`src/rtl/ebus_pkg.sv`:
```
package ebus_pkg;
  typedef enum logic [2:0] {
    ST_IDLE = 3'd0,
    ST_TI   = 3'd1,
    ST_T1   = 3'd2,
    ST_T2   = 3'd3,
    ST_T3   = 3'd4
  } bus_st_t;

  typedef enum logic [1:0] {
    DIR_NONE = 2'd0,
    DIR_RD   = 2'd1,
    DIR_WR   = 2'd2
  } bus_dir_t;
endpackage

```
`src/rtl/ebus_turnaround.sv`:
```
module ebus_turnaround
  import ebus_pkg::*;
(
  input  logic clk,
  input  logic rst,
  input  logic cfg_we,
  input  logic cfg_war_en,
  input  logic cfg_raw_en,
  input  logic accept,
  input  logic acc_write,
  output logic need_idle
);
  logic     war_q, raw_q;
  bus_dir_t prev_q;

  // enable bits: write-after-read on by default, read-after-write off
  always_ff @(posedge clk) begin
    if (rst) begin
      war_q <= 1'b1;
      raw_q <= 1'b0;
    end else if (cfg_we) begin
      war_q <= cfg_war_en;
      raw_q <= cfg_raw_en;
    end
  end

  // direction of the most recent accepted external cycle
  always_ff @(posedge clk) begin
    if (rst)
      prev_q <= DIR_NONE;
    else if (accept)
      prev_q <= acc_write ? DIR_WR : DIR_RD;
  end

  always_comb begin
    need_idle = 1'b0;
    if (prev_q == DIR_RD && acc_write && war_q)
      need_idle = 1'b1;
    if (prev_q == DIR_WR && !acc_write && raw_q)
      need_idle = 1'b1;
  end

  assert_cfg_load_R4: assert property (@(posedge clk) disable iff (rst)
    cfg_we |=> (war_q == $past(cfg_war_en)) && (raw_q == $past(cfg_raw_en)));

  assert_same_dir_quiet_R5: assert property (@(posedge clk) disable iff (rst)
    (accept && (prev_q == (acc_write ? DIR_WR : DIR_RD))) |-> !need_idle);
endmodule

```
`src/rtl/ebus_fsm.sv`:
```
module ebus_fsm
  import ebus_pkg::*;
#(
  parameter int AW  = 16,
  parameter int DW  = 16,
  parameter int ARW = 3
) (
  input  logic           clk,
  input  logic           rst,
  input  logic           req_valid,
  input  logic           req_write,
  input  logic [ARW-1:0] req_area,
  input  logic [AW-1:0]  req_addr,
  input  logic [DW-1:0]  req_wdata,
  input  logic           need_idle,
  output logic           req_ready,
  output logic           accept,
  output bus_st_t        st_q,
  output bus_st_t        st_nxt,
  output logic           cur_write,
  output logic           nxt_write,
  output logic [ARW-1:0] nxt_area,
  output logic [AW-1:0]  nxt_addr,
  output logic [DW-1:0]  nxt_wdata
);
  logic [ARW-1:0] cur_area;
  logic [AW-1:0]  cur_addr;
  logic [DW-1:0]  cur_wdata;
  logic           last_state;
  bus_st_t        start_st;

  assign last_state = (st_q == ST_T3) || (st_q == ST_T2 && cur_write);
  assign req_ready  = (st_q == ST_IDLE) || last_state;
  assign accept     = req_valid && req_ready;
  assign start_st   = need_idle ? ST_TI : ST_T1;

  always_comb begin
    st_nxt = st_q;
    unique case (st_q)
      ST_IDLE: st_nxt = accept ? start_st : ST_IDLE;
      ST_TI:   st_nxt = ST_T1;
      ST_T1:   st_nxt = ST_T2;
      ST_T2:   st_nxt = cur_write ? (accept ? start_st : ST_IDLE) : ST_T3;
      ST_T3:   st_nxt = accept ? start_st : ST_IDLE;
      default: st_nxt = ST_IDLE;
    endcase
  end

  assign nxt_write = accept ? req_write : cur_write;
  assign nxt_area  = accept ? req_area  : cur_area;
  assign nxt_addr  = accept ? req_addr  : cur_addr;
  assign nxt_wdata = accept ? req_wdata : cur_wdata;

  always_ff @(posedge clk) begin
    if (rst) begin
      st_q      <= ST_IDLE;
      cur_write <= 1'b0;
      cur_area  <= '0;
      cur_addr  <= '0;
      cur_wdata <= '0;
    end else begin
      st_q      <= st_nxt;
      cur_write <= nxt_write;
      cur_area  <= nxt_area;
      cur_addr  <= nxt_addr;
      cur_wdata <= nxt_wdata;
    end
  end

  assert_idle_then_t1_R7: assert property (@(posedge clk) disable iff (rst)
    (st_q == ST_TI) |=> (st_q == ST_T1));

  assert_read_read_direct_R5: assert property (@(posedge clk) disable iff (rst)
    (st_q == ST_T3 && accept && !req_write) |=> (st_q == ST_T1));

  assert_no_accept_mid_cycle_R10: assert property (@(posedge clk) disable iff (rst)
    (st_q == ST_T1 || st_q == ST_TI) |-> !req_ready);
endmodule

```
`src/rtl/ebus_pins.sv`:
```
module ebus_pins
  import ebus_pkg::*;
#(
  parameter int AW  = 16,
  parameter int DW  = 16,
  parameter int ARW = 3
) (
  input  logic           clk,
  input  logic           rst,
  input  bus_st_t        st_q,
  input  bus_st_t        st_nxt,
  input  logic           cur_write,
  input  logic           nxt_write,
  input  logic [ARW-1:0] nxt_area,
  input  logic [AW-1:0]  nxt_addr,
  input  logic [DW-1:0]  nxt_wdata,
  input  logic [DW-1:0]  bus_din,
  output logic [AW-1:0]  bus_addr,
  output logic [ARW-1:0] bus_area,
  output logic [DW-1:0]  bus_dout,
  output logic           bus_oe,
  output logic           bus_as_n,
  output logic           bus_rd_n,
  output logic           bus_wr_n,
  output logic           rd_valid,
  output logic [DW-1:0]  rd_data,
  output logic           wr_ack
);
  logic nxt_active;
  assign nxt_active = (st_nxt == ST_T1) || (st_nxt == ST_T2) || (st_nxt == ST_T3);

  // pins decoded from the next state so they change with the state register
  always_ff @(posedge clk) begin
    if (rst) begin
      bus_addr <= '0;
      bus_area <= '0;
      bus_dout <= '0;
      bus_oe   <= 1'b0;
      bus_as_n <= 1'b1;
      bus_rd_n <= 1'b1;
      bus_wr_n <= 1'b1;
    end else begin
      bus_addr <= nxt_addr;
      bus_area <= nxt_area;
      bus_dout <= nxt_wdata;
      bus_oe   <= nxt_write && (st_nxt == ST_T1 || st_nxt == ST_T2);
      bus_as_n <= !nxt_active;
      bus_rd_n <= !(nxt_active && !nxt_write);
      bus_wr_n <= !(nxt_write && st_nxt == ST_T2);
    end
  end

  always_ff @(posedge clk) begin
    if (rst) begin
      rd_valid <= 1'b0;
      wr_ack   <= 1'b0;
      rd_data  <= '0;
    end else begin
      rd_valid <= (st_q == ST_T3);
      wr_ack   <= (st_q == ST_T2) && cur_write;
      if (st_q == ST_T3)
        rd_data <= bus_din;
    end
  end

  assert_no_drive_while_read_R9: assert property (@(posedge clk) disable iff (rst)
    !(bus_oe && !bus_rd_n));

  assert_rd_valid_pulse_R8: assert property (@(posedge clk) disable iff (rst)
    rd_valid |=> !rd_valid);

  assert_wr_ack_pulse_R9: assert property (@(posedge clk) disable iff (rst)
    wr_ack |=> !wr_ack);

  assert_idle_quiet_R7: assert property (@(posedge clk) disable iff (rst)
    (st_q == ST_TI) |-> (bus_as_n && bus_rd_n && bus_wr_n && !bus_oe));
endmodule

```
`src/rtl/ext_bus_seq.sv`:
```
module ext_bus_seq
  import ebus_pkg::*;
#(
  parameter int AW  = 16,
  parameter int DW  = 16,
  parameter int ARW = 3
) (
  input  logic           clk,
  input  logic           rst,
  input  logic           cfg_we,
  input  logic           cfg_war_en,
  input  logic           cfg_raw_en,
  input  logic           req_valid,
  output logic           req_ready,
  input  logic           req_write,
  input  logic [ARW-1:0] req_area,
  input  logic [AW-1:0]  req_addr,
  input  logic [DW-1:0]  req_wdata,
  output logic           rd_valid,
  output logic [DW-1:0]  rd_data,
  output logic           wr_ack,
  output logic [AW-1:0]  bus_addr,
  output logic [ARW-1:0] bus_area,
  output logic [DW-1:0]  bus_dout,
  input  logic [DW-1:0]  bus_din,
  output logic           bus_oe,
  output logic           bus_as_n,
  output logic           bus_rd_n,
  output logic           bus_wr_n
);
  logic           accept, need_idle, cur_write, nxt_write;
  bus_st_t        st_q, st_nxt;
  logic [ARW-1:0] nxt_area;
  logic [AW-1:0]  nxt_addr;
  logic [DW-1:0]  nxt_wdata;

  ebus_turnaround u_turn (
    .clk        (clk),
    .rst        (rst),
    .cfg_we     (cfg_we),
    .cfg_war_en (cfg_war_en),
    .cfg_raw_en (cfg_raw_en),
    .accept     (accept),
    .acc_write  (req_write),
    .need_idle  (need_idle)
  );

  ebus_fsm #(.AW(AW), .DW(DW), .ARW(ARW)) u_fsm (
    .clk       (clk),
    .rst       (rst),
    .req_valid (req_valid),
    .req_write (req_write),
    .req_area  (req_area),
    .req_addr  (req_addr),
    .req_wdata (req_wdata),
    .need_idle (need_idle),
    .req_ready (req_ready),
    .accept    (accept),
    .st_q      (st_q),
    .st_nxt    (st_nxt),
    .cur_write (cur_write),
    .nxt_write (nxt_write),
    .nxt_area  (nxt_area),
    .nxt_addr  (nxt_addr),
    .nxt_wdata (nxt_wdata)
  );

  ebus_pins #(.AW(AW), .DW(DW), .ARW(ARW)) u_pins (
    .clk       (clk),
    .rst       (rst),
    .st_q      (st_q),
    .st_nxt    (st_nxt),
    .cur_write (cur_write),
    .nxt_write (nxt_write),
    .nxt_area  (nxt_area),
    .nxt_addr  (nxt_addr),
    .nxt_wdata (nxt_wdata),
    .bus_din   (bus_din),
    .bus_addr  (bus_addr),
    .bus_area  (bus_area),
    .bus_dout  (bus_dout),
    .bus_oe    (bus_oe),
    .bus_as_n  (bus_as_n),
    .bus_rd_n  (bus_rd_n),
    .bus_wr_n  (bus_wr_n),
    .rd_valid  (rd_valid),
    .rd_data   (rd_data),
    .wr_ack    (wr_ack)
  );
endmodule

```
`config.mk`:
```
export PLATFORM = sky130hd
export DESIGN_NAME = ext_bus_seq
export DESIGN_NICKNAME = d
export VERILOG_FILES = /design/src/rtl/ebus_pkg.sv /design/src/rtl/ebus_turnaround.sv /design/src/rtl/ebus_fsm.sv /design/src/rtl/ebus_pins.sv /design/src/rtl/ext_bus_seq.sv
export SDC_FILE = /design/constraint.sdc
export NUM_CORES = 1
export LEC_CHECK = 0
export BUFFER_PORTS_ARGS = -buffer_cell sky130_fd_sc_hd__buf_2
export CAP_MARGIN = 20
export CORE_MARGIN = 2
export CORE_UTILIZATION = 45
export DETAILED_ROUTE_END_ITERATION = 7
export PLACE_DENSITY = 0.77
export SLEW_MARGIN = 20
export SYNTH_ARGS = -nofsm -noshare
export SYNTH_HDL_FRONTEND = slang
export SYNTH_SLANG_ARGS = --single-unit
```
`constraint.sdc`:
```
create_clock -name clk -period 1.6 [get_ports clk]
set_input_delay 0.08 -clock clk [delete_from_list [all_inputs] [get_ports clk]]
set_output_delay 0.08 -clock clk [all_outputs]
set_load 0.01 [all_outputs]
```
After elaboration in Yosys (flattened, before gate mapping)

Cells that the tools add are included.

$add $sub $neg: 0
Multipliers: 0
Div/mod/pow operators: 0
$lt $le $gt $ge: 0
Equality and inequality tests: 9
Shifts and indexed selects: 0
Muxes and demuxes: 8
Bitwise logic cells: 0
Reductions and logical operators: 20

Operator list:

| cell                                           | count |
|---|---|
| == test 3 x 2 -> 1 bit (second input constant) | 4 |
| one-hot mux 3 bit (4 select lines)             | 1 |
| logical AND 1 bit                              | 9 |
| == test 3 bit (second input constant)          | 2 |
| two-way mux 3 bit                              | 2 |
| logical NOT 1 bit                              | 5 |
| logical OR 1 bit                               | 4 |
| two-way mux 2 bit                              | 2 |
| == test 3 x 1 -> 1 bit (second input constant) | 1 |
| logical NOT 3 bit                              | 1 |
| two-way mux 1 bit                              | 3 |
| == test 2 x 1 -> 1 bit (second input constant) | 1 |
| == test 2 bit (second input constant)          | 1 |
| OR reduction 2 bit                             | 1 |

Register bits after elaboration: 65
Latch bits: 0
Memory bits (writable): 0
Memory bits (read-only): 0
Input port bits: 58
Output and inout bits: 58
Word-level logic and storage cells: 52
Memories kept: 0

Logic depth before layout (Yosys ltp)

Depth in word-level cells: 14
Mapped depth: 7
Mapped depth without buffers: 4

Modules after synthesis

A second synthesis with hierarchy kept.

Cell total of the unflattened synthesis: 449
Area total of the unflattened synthesis: 4792.1 um2

By module, submodules not included:

| module          | instances | cells each | area an instance (um2) | sequential area each (um2) |
|---|---|---|---|---|
| ebus_fsm        | 1         | 273        | 2761.4                 | 780.7 |
| ebus_pins       | 1         | 161        | 1873.0                 | 1141.1 |
| ebus_turnaround | 1         | 15         | 157.7                  | 80.1 |

Worst setup path before layout

No wires, ideal clock.

Path kind: flip-flop to flip-flop
Start point: register u_fsm.st_q[1]
End point: register u_fsm.cur_area[0]
Library setup time: 0.143 ns
Data arrival time: 1.209 ns
Required time: 1.457 ns
Setup slack: 0.248 ns
Stages on the path, launching flop included: 8
Path buffers: 3
Period minus slack after synthesis: 1.352 ns
Path through: dfxtp_1 buf_4 and4b_4 o21a_4 buf_8 buf_12 nand2_2 a21oi_2

Longest elaborated chain between the ends: 5
Elaborated cells between the ends (all ways): 7
Classes of those cells: eq/ne: 2; reduce/logical: 5

Ends and longest elaborated chain:

| item                     | RTL line       | text |
|---|---|---|
| start: declaration       | ebus_fsm.sv:18 | `output bus_st_t st_q,` |
| start signal: assignment | ebus_fsm.sv:62 | `st_q <= st_nxt;` |
| == test 3 x 2 -> 1 bit   | ebus_fsm.sv:32 | `assign last_state = (st_q == ST_T3) \|\| (st_q == ST_T2 && cur_write);` |
| logical AND 1 bit        | ebus_fsm.sv:32 |  |
| logical OR 1 bit         | ebus_fsm.sv:32 |  |
| logical OR 1 bit *       | ebus_fsm.sv:33 | `assign req_ready = (st_q == ST_IDLE) \|\| last_state;` |
| logical AND 1 bit *      | ebus_fsm.sv:34 | `assign accept = req_valid && req_ready;` |
| end signal: assignment   | ebus_fsm.sv:64 | `cur_area <= nxt_area;` |
| end: declaration         | ebus_fsm.sv:26 | `logic [ARW-1:0] cur_area;` |

Mark *: on every way between the ends. The rest lies on a longest branch, timed or not.
A chain may end at the register's enable or synchronous reset.

Final worst setup path

Start point: register u_fsm.st_q[1]
End point: register u_pins.bus_addr[3]

Longest elaborated chain between the ends: 5
Elaborated cells between the ends (all ways): 7
Classes of those cells: eq/ne: 2; reduce/logical: 5

Ends and longest elaborated chain:

| item                   | RTL line        | text |
|---|---|---|
| == test 3 x 2 -> 1 bit | ebus_fsm.sv:32  |  |
| logical AND 1 bit      | ebus_fsm.sv:32  |  |
| logical OR 1 bit       | ebus_fsm.sv:32  |  |
| logical OR 1 bit *     | ebus_fsm.sv:33  |  |
| logical AND 1 bit *    | ebus_fsm.sv:34  |  |
| end signal: assignment | ebus_pins.sv:43 | `bus_addr <= nxt_addr;` |
| end: declaration       | ebus_pins.sv:18 | `output logic [AW-1:0] bus_addr,` |

Marked as above.

==> flow_summary.toml <==
[drt]
dr_wl_met2_mm = 3.439
vias = 2537
dr.pass1.iters = 4
routed_via_density = 4.787
wl_mm = 6.972
ant_nets = 0
drc_errors = 0
top_layer = "met4"
met1_length_mm = 2.890
wl_per_cell_um = 13.15
drtIter0Drc = 134
route.met3.wl_um = 497

[sta]
tightest_slew_ns = 0.7191
maxSlewViolCount = 0
hold_viol_final = 0
skew_ns = 0.007113
timing.fmax_mhz = 686.3
period_needed_ns = 1.457
finalSetupViolCount = 0
rsz0062_at_grt = "no"
relSlewSlack_pct = 52.06
setup_ws_ns = 0.1428
fin_tns_setup_ns = 0
finalCritPeriodShare_pct = 91.07

[global_route]
grt_pass1_vias = 2549
grt_max_degree = 37
antenna_found_initial = 0
grt_usage_pct = 23.01
globalRouteOverflowTotal = 0
grt_pass1_wl_mm = 11.34

[critical_path]
end_kind = "register"
rrSetupSlack_ns = 0.14
rr_worst_depth = 6
critPathRequiredTime_ns = 1.84
arrival_ns = 1.70
r2r-start = "u_fsm.st_q[1]"
crit_fanout = 22
cp-start-kind = "register"
r2r-end = "u_pins.bus_addr[3]"
crit_type = "register to register"

[min_path]
hold-path-cell-count = 3
hp-start = "bus_din[1]"
hold_class = "input pin to register"
worstHoldEndpoint = "u_pins.rd_data[1]"

[synthesis]
syn_area_mm2 = 0.002532
synth_commonest_cells = "nand2_1 (85), dfxtp_1 (65), a21oi_1 (33), a21oi_2 (20), nand2_2 (20)"
synth_cells = 283
syn-num-nets = 341
syn_area_per_cell_um2 = 8.949
synth.most_common_cell = "nand2_1"
synth_top_area_share_pct = 51.38
synth_flop_cell = "dfxtp_1"
synth_seq_cells = 65
ys_seq_area_share_pct = 51.38
async_flop_share_pct = 0
synth_cell_types = 39
ys_warn_count = 0
yosys.area.top_type = "dfxtp_1"
synthTopCellsByArea = "dfxtp_1 (51%), nand2_1 (13%), a21oi_2 (6.9%), a21oi_1 (6.5%), nand2_2 (4.9%)"
synth_edf_count = 0

[clock_network]
clock_latency_ns = 0.32
ctsRootBufferMaster = "clkbuf_8"
post_cts_resized = 0
clock_sinks = 65
clk_pin_slew_ns = 0.07
cts_tree = "built"
htree_levels = 3
cts_made_buffers = 9
clockBufferDepth = 2

[status]
status = "completed"

[floorplan]
core_mm2 = 0.005473
start_util_pct = 46.27
dieArea_mm2 = 0.006243
die_w_um = 79.02
fp-row-count = 27
io_pins = 116
die_y_um = 79.02

[place]
dp_slack_ns = 0.2022
gp_congestion = 0.8401
port_buffers = 115
dp_cells = 461
dp_hpwl_mm = 3.972

[cells_and_area]
antennaDiodeCount = 0
utilization_pct = 71.58
drive_gt1_share_pct = 41.27
fin_cells = 530
layout.nets = 511
area_delta_synth_final_pct = 54.69

[run]
max-cap-violations = 0

[power_and_ir_drop]
power.leakage_nw = 1.714
peakVddDrop_uv = 724.7
power_density_mw_per_mm2 = 1082
p_total_mw = 4.239
[cell families after synthesis]
group	Yosys count	synth area share (%)
simple gates	125	23.02
compound gates	68	18.63
flops	65	51.38
buf+inv	23	6.225
xor+xnor	1	0.3459
mux	1	0.3953
[routing by layer]
metal / vias to the layer above / global-route usage, %
li1: 1271 / -
met2: 116 / 40.59
met1: 1136 / 26.30
met3: 14 / 5.568
met5: - / 0
met4: 0 / 10.17
[final cells by class]
type	instances	area, um2
fill	437	1555
sequential	65	1301
timing repair buffer	179	1226
multi-input combinational	195	1074
clock buffer	12	165.2
tap	72	90.09
clock inverter	4	50.05
inverter	3	11.26
[how the worst max path moves through the flow]
stage / start / endpoint / slack [ns]
2_1_floorplan: u_fsm.st_q[1] / u_fsm.cur_area[0] / 0.25
3_3_place_gp: u_fsm.st_q[1] / u_pins.bus_addr[3] / 0.25
3_5_place_dp: u_fsm.st_q[1] / u_fsm.cur_wdata[10] / 0.20
4_1_cts: u_fsm.st_q[1] / req_ready / 0.18
5_1_grt: u_fsm.st_q[1] / u_pins.bus_addr[3] / 0.02
6_report: u_fsm.st_q[1] / u_pins.bus_addr[3] / 0.14
[state kept, by name (all words and copies together) (netlist names)]
register / cells
u_fsm.st_q: 3
u_fsm.cur_write: 1
u_pins.bus_wr_n: 1
u_pins.bus_as_n: 1
u_pins.bus_rd_n: 1
u_pins.wr_ack: 1
u_turn.war_q: 1
u_pins.rd_data: 16
u_pins.rd_valid: 1
u_fsm.cur_wdata: 16
u_pins.bus_oe: 1
u_fsm.cur_area: 3
u_turn.raw_q: 1
u_turn.prev_q: 2
u_pins.bus_addr: 16
[power breakdown]
part	internal, mW	leakage (nW)	switching [mW]
registers	1.75	0.531	0.0664
clock network	0.845	0.105	0.609
logic	0.458	1.08	0.508
total	3.06	1.71	1.18
[critical path, stage by stage (launching register included)]
cell     delay (ns)
dfxtp_1        0.31
buf_4          0.16
nor2_4         0.20
o21a_4         0.26
buf_12         0.20
nand2_1        0.09
a21oi_1        0.15
[repair_timing]
item | CTS | global route
hold endpoints to repair | 52 | 0
buffers inserted | 0 | 0
hold buffers | 53 | 0
[stage by stage]
| stage | hold slack [ns] | area, um2 |
|---|---|---|
| floorplan | 0.1979 | 2532 |
| global placement | 0.2924 | 3172 |
| detailed placement | 0.2940 | 3172 |
| CTS | 0.00002345 | 3918 |
| global route | 0.02017 | 3918 |
| finish | 0.01931 | 3918 |
[layout by cell type, fill, tap and decap left out, types with 2 or more instances in the layout]
cell	count
o21ai_0	4
a31oi_1	2
a21oi_1	33
buf_4	8
nand3b_1	2
a21oi_2	20
inv_1	3
nand2_2	20
nand2_1	85
clkbuf_8	12
nor2b_1	3
and2_1	2
buf_2	115
nor2_1	3
dfxtp_1	65
dlygate4sd3_1	53
clkinvlp_4	2
buf_12	3
Power figures use the tool's default switching activity.
